<file path="src/rtl/nco_pkg.sv">
package nco_pkg;
  // Magnitude of the quarter-wave sample at index idx for a table of
  // 2**qbits entries, evaluated at half-step offsets (elaboration only).
  function automatic int quarter_mag(input int idx, input int qbits, input int amp);
    real x;
    real term;
    real acc;
    x = 2.0 * 3.14159265358979323846 * (real'(idx) + 0.5) / real'(4 * (1 << qbits));
    term = x;
    acc = x;
    for (int k = 1; k < 14; k++) begin
      term = -term * x * x / real'((2 * k) * (2 * k + 1));
      acc = acc + term;
    end
    return $rtoi(real'(amp) * acc + 0.5);
  endfunction
endpackage

</file>
<file path="src/rtl/nco_phase_acc.sv">
module nco_phase_acc #(
  parameter int PW = 8
) (
  input  logic          clk,
  input  logic          rst_n,
  input  logic          load,
  input  logic [PW-1:0] ftw_in,
  output logic [PW-1:0] phase_o,
  output logic [PW-1:0] ftw_o
);
  logic [PW-1:0] phase_q, phase_d;
  logic [PW-1:0] ftw_q, ftw_d;

  always_comb begin
    phase_d = phase_q + ftw_q;
    ftw_d   = ftw_in;
  end

  always_ff @(posedge clk or negedge rst_n) begin
    if (!rst_n) begin
      phase_q <= '0;
      ftw_q   <= '0;
    end else begin
      phase_q <= phase_d;
      if (load) ftw_q <= ftw_d;
    end
  end

  assign phase_o = phase_q;
  assign ftw_o   = ftw_q;
endmodule

</file>
<file path="src/rtl/nco_rom_half.sv">
module nco_rom_half #(
  parameter int QW    = 6,
  parameter int MW    = 11,
  parameter int HALF  = 0
) (
  input  logic          clk,
  input  logic          rst_n,
  input  logic [QW-2:0] addr,
  output logic [MW-1:0] data_o
);
  import nco_pkg::*;
  localparam int DEPTH = 1 << (QW - 1);
  localparam int AMP   = (1 << MW) - 1;

  logic [MW-1:0] table_w [DEPTH];
  logic [MW-1:0] data_q, data_d;

  for (genvar i = 0; i < DEPTH; i++) begin : g_entry
    localparam int VAL = quarter_mag(HALF * DEPTH + i, QW, AMP);
    assign table_w[i] = VAL[MW-1:0];
  end

  always_comb data_d = table_w[addr];

  always_ff @(posedge clk or negedge rst_n) begin
    if (!rst_n) data_q <= '0;
    else        data_q <= data_d;
  end

  assign data_o = data_q;
endmodule

</file>
<file path="src/rtl/nco_fold_lookup.sv">
module nco_fold_lookup #(
  parameter int PW = 8,
  parameter int SW = 12
) (
  input  logic                 clk,
  input  logic                 rst_n,
  input  logic [PW-1:0]        phase,
  output logic signed [SW-1:0] sample_o
);
  localparam int QW = PW - 2;
  localparam int MW = SW - 1;

  logic [QW-1:0] idx;
  logic          neg_q, sel_q;
  logic [MW-1:0] half_data [2];
  logic [MW-1:0] mag;
  logic signed [SW-1:0] sample_q, sample_d;

  // Quadrant fold: mirror inside odd quadrants.
  always_comb idx = phase[QW-1:0] ^ {QW{phase[PW-2]}};

  for (genvar h = 0; h < 2; h++) begin : g_half
    nco_rom_half #(.QW(QW), .MW(MW), .HALF(h)) u_rom (
      .clk    (clk),
      .rst_n  (rst_n),
      .addr   (idx[QW-2:0]),
      .data_o (half_data[h])
    );
  end

  always_ff @(posedge clk or negedge rst_n) begin
    if (!rst_n) begin
      neg_q <= 1'b0;
      sel_q <= 1'b0;
    end else begin
      neg_q <= phase[PW-1];
      sel_q <= idx[QW-1];
    end
  end

  always_comb begin
    mag      = sel_q ? half_data[1] : half_data[0];
    sample_d = neg_q ? -$signed({1'b0, mag}) : $signed({1'b0, mag});
  end

  always_ff @(posedge clk or negedge rst_n) begin
    if (!rst_n) sample_q <= '0;
    else        sample_q <= sample_d;
  end

  assign sample_o = sample_q;
endmodule

</file>
<file path="src/rtl/nco_quad_top.sv">
module nco_quad_top #(
  parameter int PW = 8,
  parameter int SW = 12
) (
  input  logic                 clk,
  input  logic                 rst_n,
  input  logic                 ftw_load,
  input  logic [PW-1:0]        ftw_in,
  output logic signed [SW-1:0] sin_o,
  output logic signed [SW-1:0] cos_o,
  output logic                 sample_valid
);
  localparam int          LAT     = 2;
  localparam logic [PW-1:0] QUARTER = PW'(1 << (PW - 2));

  logic [PW-1:0] phase_w, ftw_w, cos_phase;
  logic [LAT-1:0] fill_q, fill_d;

  nco_phase_acc #(.PW(PW)) u_acc (
    .clk     (clk),
    .rst_n   (rst_n),
    .load    (ftw_load),
    .ftw_in  (ftw_in),
    .phase_o (phase_w),
    .ftw_o   (ftw_w)
  );

  always_comb cos_phase = phase_w + QUARTER;

  nco_fold_lookup #(.PW(PW), .SW(SW)) u_sin (
    .clk (clk), .rst_n (rst_n), .phase (phase_w), .sample_o (sin_o)
  );

  nco_fold_lookup #(.PW(PW), .SW(SW)) u_cos (
    .clk (clk), .rst_n (rst_n), .phase (cos_phase), .sample_o (cos_o)
  );

  always_comb fill_d = {fill_q[LAT-2:0], 1'b1};

  always_ff @(posedge clk or negedge rst_n) begin
    if (!rst_n) fill_q <= '0;
    else        fill_q <= fill_d;
  end

  assign sample_valid = fill_q[LAT-1];
endmodule

</file>
<file path="config.mk">
export PLATFORM = sky130hd
export DESIGN_NAME = nco_quad_top
export DESIGN_NICKNAME = d
export VERILOG_FILES = /design/src/rtl/nco_pkg.sv /design/src/rtl/nco_phase_acc.sv /design/src/rtl/nco_rom_half.sv /design/src/rtl/nco_fold_lookup.sv /design/src/rtl/nco_quad_top.sv
export SDC_FILE = /design/constraint.sdc
export NUM_CORES = 1
export LEC_CHECK = 0
export BUFFER_PORTS_ARGS = -buffer_cell sky130_fd_sc_hd__buf_2
export CAP_MARGIN = 10
export CORE_MARGIN = 1
export CORE_UTILIZATION = 50
export DETAILED_ROUTE_END_ITERATION = 6
export PLACE_DENSITY = 0.71
export SYNTH_ARGS = -nofsm -noshare
export SYNTH_HDL_FRONTEND = slang
export SYNTH_SLANG_ARGS = --single-unit
</file>
<file path="constraint.sdc">
create_clock -name clk -period 5.71 [get_ports clk]
set_input_delay 0.571 -clock clk [delete_from_list [all_inputs] [get_ports clk]]
set_output_delay 0.571 -clock clk [all_outputs]
set_load 0.01 [all_outputs]
</file>
# Yosys cells after proc, flatten, opt, wreduce, memory -nomap -nowiden
# Memory sizes are Yosys's and may differ from the RTL's. A register that Yosys moved wholly into a read port is not among the register bits.
# Index checks and enable logic that the tools add are counted.
# word_totals
reg_bits,46
romBits,1408
in_bits,11
out_inout_bits,25
wordCells,29
memories,4
# mem_list
name,words,word_bits,read_ports,rd_ports_with_merged_regs,wr,line,source
(no name shown),32,11,1,1,0,nco_rom_half.sv:23,always_comb data_d = table_w[addr];
(no name shown),32,11,1,1,0,nco_rom_half.sv:23,
(no name shown),32,11,1,1,0,nco_rom_half.sv:23,
(no name shown),32,11,1,1,0,nco_rom_half.sv:23,
# classes
n_addsub,4
muxes,4
n_bitwise,4
n_reduce_logical,4
# op_table
operator,count
12-bit two-way mux,2
11-bit negation with 12-bit output,2
11-bit two-way mux,2
5-bit NOT with 6-bit output,2
6-bit bitwise XOR,2
8-bit by 7-bit adder with 8-bit output (second input constant),1
8-bit adder,1
1-bit logical NOT,4

# Depth between registers and ports, before layout
# Gate-level depths: netlist (run 1).
# depth
depth_word,3
ltp_mapped,12
depth_no_buf,8

# Modules after synthesis
# From an unflattened synthesis (run 1), not the netlist that was laid out.
# unflattened
hier_cells,609
hier_area_um2,6236.0
# modules_own_cells
module,instances,cells_each,area_each_um2,seq_area_each_um2
nco_fold_lookup,2,80,904.6,350.3
nco_rom_half (u_cos.g_half[1].u_rom ...),2,92,852.1,275.3
nco_rom_half (u_sin.g_half[0].u_rom),1,99,933.4,275.3
nco_rom_half (u_cos.g_half[0].u_rom),1,93,898.4,275.3
nco_phase_acc,1,68,824.5,400.4
nco_quad_top,1,5,66.3,50.0

# Least setup slack after synthesis (run 1)
# No wires, ideal clock.
# synth_timing
kind,register to register
start,"reg u_acc.phase_q[6], in the netlist u_acc.phase_o[6]"
end,reg u_sin.g_half[0].u_rom.data_q[6]
setup_time_ns,0.120
t_arrival_ns,2.745
required_ns,5.590
slack_ns,2.845
stages_incl_launch_ff,12
n_path_buf,3
synth_period_minus_slack_ns,2.865
path_cell_list,dfrtp_1 -> buf_6 -> buf_6 -> xnor2_1 -> inv_1 -> ha_1 -> clkbuf_1 -> mux2i_1 -> a211oi_1 -> and2_1 -> o21ai_0 -> and4_1
# synth_via
elab_chain_cells,2
# synth_lines
element,line,source
from (decl),nco_phase_acc.sv:11,"logic [PW-1:0] phase_q, phase_d;"
from (signal assigned),nco_phase_acc.sv:24,phase_q <= phase_d;
6-bit bitwise XOR,nco_fold_lookup.sv:20,always_comb idx = phase[QW-1:0] ^ {QW{phase[PW-2]}};
5-bit NOT with 6-bit output (implied by the code),nco_rom_half.sv:23,
to (decl),nco_rom_half.sv:16,"logic [MW-1:0] data_q, data_d;"
# Every way passes these cells.
# A chain may end at the register's enable or synchronous reset.

# Worst setup path in the final report (run 1)
# Ends and elaborated chain as after synthesis.

==> metrics.txt, run 1 <==
first-pass GRT wire length 31700 um; Util after Layout 0.550; wire per inst 22.1 um; CTS Buf Count 9; Final Max Tran Viols 0; Worst Path Max Fanout 15; Root Buffer clkbuf_16; maximum clock path buffer count 2; Synthesis Warnings 0; largest net degree at the start of global routing 80; final setup violating endpoints 0; DR iter-0 viols 667; clk slew on worst S/H paths 60 ps; Via density 6.43; Gate Count Post-Synth around 770; status completed; nature of the critical path startpoint flop; diode count 0; mean area per synthesized cell around 8.4 sq um; post-route ant nets 0; Syn Std Cell Area 0.00647 sq mm; initial core utilization 0.513; RSZ-0062 raised after global routing false; worst-case clock skew 8.01 ps; area of the core 0.0126 sq mm; main flop type after synthesis dfrtp_1; Final Hold Vio Count 0; final WL ~21000 um; nets@finish 804; register area share after synthesis 0.340; clock sinks 88; post-DP HPWL 14900 um; FMAX 285 MHz; DR pass1 iterations 5; commonest non-fill, non-tap cells in the layout nor2_1, dfrtp_1, a21oi_1; CTS tree built; Crit path largest cell delay 860 ps; Worst EP arrival 3740 ps; GRT Util Overall 0.320; Post-Layout Cell Count between 900 and 1000; Setup TNS Final 0 ps; Inst Count DP a little over 900; worst rel slew slack 0.273; Worst Setup SP u_acc.phase_o[6]; Post-synth ARST share 1.00; Final min period approximately 3500 ps; gp weighted congestion 0.940; post_cts resized 0; Buf/Inv on CP 1; I/O pins 36; share of layout cells above drive strength 1 0.111; number of max-cap violations 0; die width around 120 um; DRC errors left 0; cts hold-fix bufs 0; commonest non-fill, non-tap cell in the layout nor2_1; Critical Path RT 5940 ps; EDFF count, synth 0; Yosys reg bits 88; reg2reg start u_acc.phase_o[6]; Syn Nets 807; CP cell instances xnor2_1, inv_1, ha_1, mux2i_1, a211oi_1, and2_1, o21ai_0, and4_1; initial antenna violation count 1; Core Rows 41; Skew-Pair Late Insertion Delay 340 ps; fin crit share 0.616; Die ar. 0.0134 sq mm; endpoint class of the critical path flop; post-CTS setup buffer count 0; Unique masters post-synth 73; slowest CP cell xnor2_1; H-tree depth 3; Slew @ Worst Pin 1090 ps; vias in the first global route roughly 5400; Die Y around 120 um; worst setup path class flop to flop; area grow syn2layout 7.19%; Largest delay share family, worst path XOR/XNOR gates; routed vias 6046; IO Port Bufs 35; Overflow after GRT 0; Hold WC Path Type input pin to async pin; Fill cells ~1200
==> area by class of cell <==
type / count / area, sq um / share of cell area
Sequential cell: 88 / 2200 / 0.318
Clock buffer: 12 / 246 / 0.0355
Multi-Input combinational cell: 595 / 3870 / 0.558
Tap cell: 172 / 215 / 0.0310
Inverter: 24 / 90.1 / 0.0130
Clock inverter: 4 / 52.6 / 0.00757
Timing Repair Buffer: 46 / 260 / 0.0375
==> stage by stage <==
stage	worst slack (ps)	instance area, sq um	hold slack (ps)
final	2200	6940	97.9
after global routing	1900	6940	114
after CTS	2330	6940	102
after detailed placement	2330	6640	437
after global placement	2510	6640	439
after floorplan	2840	6470	275
==> logic make-up after synthesis <==
logic type      share of synthesized area
compound gates                      0.243
simple gates                        0.177
flops                               0.340
buf+inv                            0.0620
mux                                0.0669
xor+xnor                           0.0533
fa+ha+maj                          0.0572
other cells                      0.000579
==> per-layer routing <==
layer  global-route usage  wire [um]  vias to the layer above
met5                    0         12                        -
met4                0.161       1040                        2
met3               0.0711       1780                       74
met2                0.454       8630                      337
met1                0.455       9370                     2884
li1                     -          -                     2749
==> sequential cells by signal (all words and copies together), names as in the netlist <==
| name | count |
|---|---|
| u_cos.g_half.u_rom.data_o | 21 |
| u_sin.g_half.u_rom.data_o | 21 |
| u_cos.sample_o | 12 |
| u_sin.sample_o | 12 |
| u_acc.ftw_o | 8 |
| u_acc.phase_o | 8 |
| fill_q | 2 |
| u_cos.neg_q | 1 |
| u_cos.sel_q | 1 |
| u_sin.neg_q | 1 |
| u_sin.sel_q | 1 |
==> worst paths after layout <==
check | to | slack [ps] | depth (start not counted)
min in group clk | u_sin.neg_q | 450 | 0
max in group asynchronous | u_acc.phase_o[6] | 4490 | 2
min reg2reg | u_sin.neg_q | 450 | 0
max | u_sin.g_half[0].u_rom.data_o[6] | 2200 | 8
max reg2reg | u_sin.g_half[0].u_rom.data_o[6] | 2200 | 8
min | u_sin.sample_o[2] | 100 | 1
==> Yosys cell counts (8+ instances only) <==
cell type  number  share of area
xnor2_1        12          0.016
inv_1          23          0.013
nor3_1         25          0.019
o22ai_1        16          0.015
mux2_2          8          0.014
a211oi_1       11          0.013
nand3_1        10         0.0077
nand2_1        52          0.030
clkbuf_1       18          0.010
buf_2          30          0.023
dfrtp_1        88           0.34
nor2b_1        14          0.014
a21oi_1        77          0.060
xor2_1         20          0.027
a221oi_1       13          0.018
nand2b_1       16          0.015
mux2i_1        32          0.049
nor2_1         87          0.050
ha_1           28          0.054
o21ai_0        49          0.038
o211ai_1       11          0.013
==> worst reg2reg max path, cell delays in order, from the launching register on <==
cell and delay (ps):
dfrtp_2 500, xnor2_1 860, inv_1 340, ha_1 710, mux2i_1 180, a211oi_1 340
and2_1 170, o21ai_0 90, and4_1 210
Power of run 1 is left out: the tool's default activity adds up to more than one toggle a clock period on the data nets, which glitch-free logic cannot reach.
==> run 2: changes to the inputs <==
Clock period 5.71 ns to 3.4 ns, I/O delays scaled along.
==> metrics.txt, run 2 (same netlist as run 1, synthesis figures left out) <==
status completed; maximum clock path buffer count 2; nature of the critical path startpoint flop; Die Y 116 um; I/O pins 36; Final min period around 2700 ps; vias in the first global route 5700; worst-case reg-to-reg path depth 7; DR pass1 iterations 5; endpoint class of the critical path flop; initial core utilization 0.513; worst rel slew slack 0.363; Overflow after GRT 0; wire per inst 21.7 um; Skew-Pair Late Insertion Delay between 300 and 400 ps; met1 Use GR 0.442; largest net degree at the start of global routing 74; met2 GRT Util 0.476; Final Max Tran Viols 0; gp weighted congestion 0.992; Core Rows just over 40; Fill cells 1183; routed vias 6113; area grow syn2layout 9.14%; area of the core 0.0126 sq mm; clk slew on worst S/H paths 70 ps; gr busiest metal met2; Critical Path RT 3670 ps; H-tree depth 3; die width 116 um; flop2flop setup slack 730 ps; IO Port Bufs 35; Post-Layout Cell Count between 900 and 1000; Inst Count DP 940; Crit path largest cell delay approximately 660 ps; met3 global-route usage 0.0795; Root Buffer clkbuf_16; diode count 0; Setup TNS Final 0 ps; clock sinks 88; CTS Buf Count 9; final setup violating endpoints 0; DRC errors left 0; number of max-cap violations 0; Crit path top cell by count a21oi_1; slowest CP cell dfrtp_2; first-pass GRT wire length about 32000 um; Die ar. 0.0134 sq mm; GRT Util Overall 0.325; worst setup path class flop to flop; share of layout cells above drive strength 1 0.130; post-DP HPWL about 15000 um; final WL 20800 um; DR iter-0 viols 795; post-CTS setup buffer count 0; CP cell instances xnor2_1, ha_1, and2b_1, mux4_2, a21oi_1, nor2_1, a21oi_1; Hold WC Path Type input pin to async pin; Worst Path Max Fanout 23; Worst EP arrival 2940 ps; RSZ-0062 raised after global routing false; cts hold-fix bufs 0; CTS tree built; worst-case clock skew 15.1 ps; post_cts resized 0; Reg-to-Reg End u_cos.g_half[1].u_rom.data_o[4]; commonest non-fill, non-tap cells in the layout nor2_1, dfrtp_1, a21oi_1; nets@finish 819; commonest non-fill, non-tap cell in the layout nor2_1; reg2reg start u_acc.phase_o[6]; Final Hold Vio Count 0; Slew @ Worst Pin ~960 ps; fin crit share 0.786; Via density between 6 and 7; FMAX 374 MHz; initial antenna violation count 0; post-route ant nets 0
-- run 2: cell count changes in the layout (fill, tap and decap cells not counted) --
cell | before | now
buf_4 | 12 | 27
clkbuf_1 | 2 | 0
clkbuf_8 | 1 | 2
clkinv_4 | 1 | 0
clkinvlp_4 | 0 | 1
inv_6 | 1 | 2
-- run 2: cell type report --
cell class	count	area [sq um]	share of cell area
clock buffer	11	253	0.0358
clock inverter	5	60.1	0.00850
inverter	24	90.1	0.0127
multi-input combinational	595	3870	0.548
sequential	88	2200	0.312
tap	172	215	0.0305
timing repair buffer	61	373	0.0528
-- run 2: per-layer routing --
layer,vias to the layer above,part of all wire
li1,2783,-
met1,2916,0.43
met2,347,0.44
met3,67,0.088
met4,0,0.043
met5,-,0
-- run 2: metrics by stage --
stage | area [sq um] | util | hold slack, ps | setup WS, ps
after CTS | 7070 | 0.560 | 157 | 772
after floorplan | 6470 | - | 44.4 | 535
after global placement | 6750 | 0.535 | 431 | 845
after global routing | 7070 | 0.560 | 203 | 559
final | 7070 | 0.560 | 131 | 728
after detailed placement | 6750 | 0.535 | 440 | 780
-- run 2: worst max-delay path by stage --
stage,startpoint,cells past startpoint,endpoint,slack (ps)
2_1_floorplan,u_acc.phase_o[6],11,u_sin.g_half[0].u_rom.data_o[6],530
3_3_place_gp,u_acc.phase_o[6],7,u_cos.g_half[1].u_rom.data_o[4],840
3_5_place_dp,u_acc.phase_o[6],7,u_cos.g_half[1].u_rom.data_o[4],780
4_1_cts,u_acc.phase_o[6],7,u_cos.g_half[1].u_rom.data_o[4],770
5_1_grt,u_acc.phase_o[6],7,u_cos.g_half[1].u_rom.data_o[4],560
6_report,u_acc.phase_o[6],7,u_cos.g_half[1].u_rom.data_o[4],730
-- run 2: critical path, delay by kind of cell (launching register included) --
family	cells	cell delay [ps]
flip-flops	1	660
adder cells (fa/ha/maj)	1	640
multiplexers	1	460
AND/OR/NAND/NOR	2	360
AO/OA/AOI/OAI	2	250
XOR/XNOR	1	240
Power of run 2 is left out for the same reason.
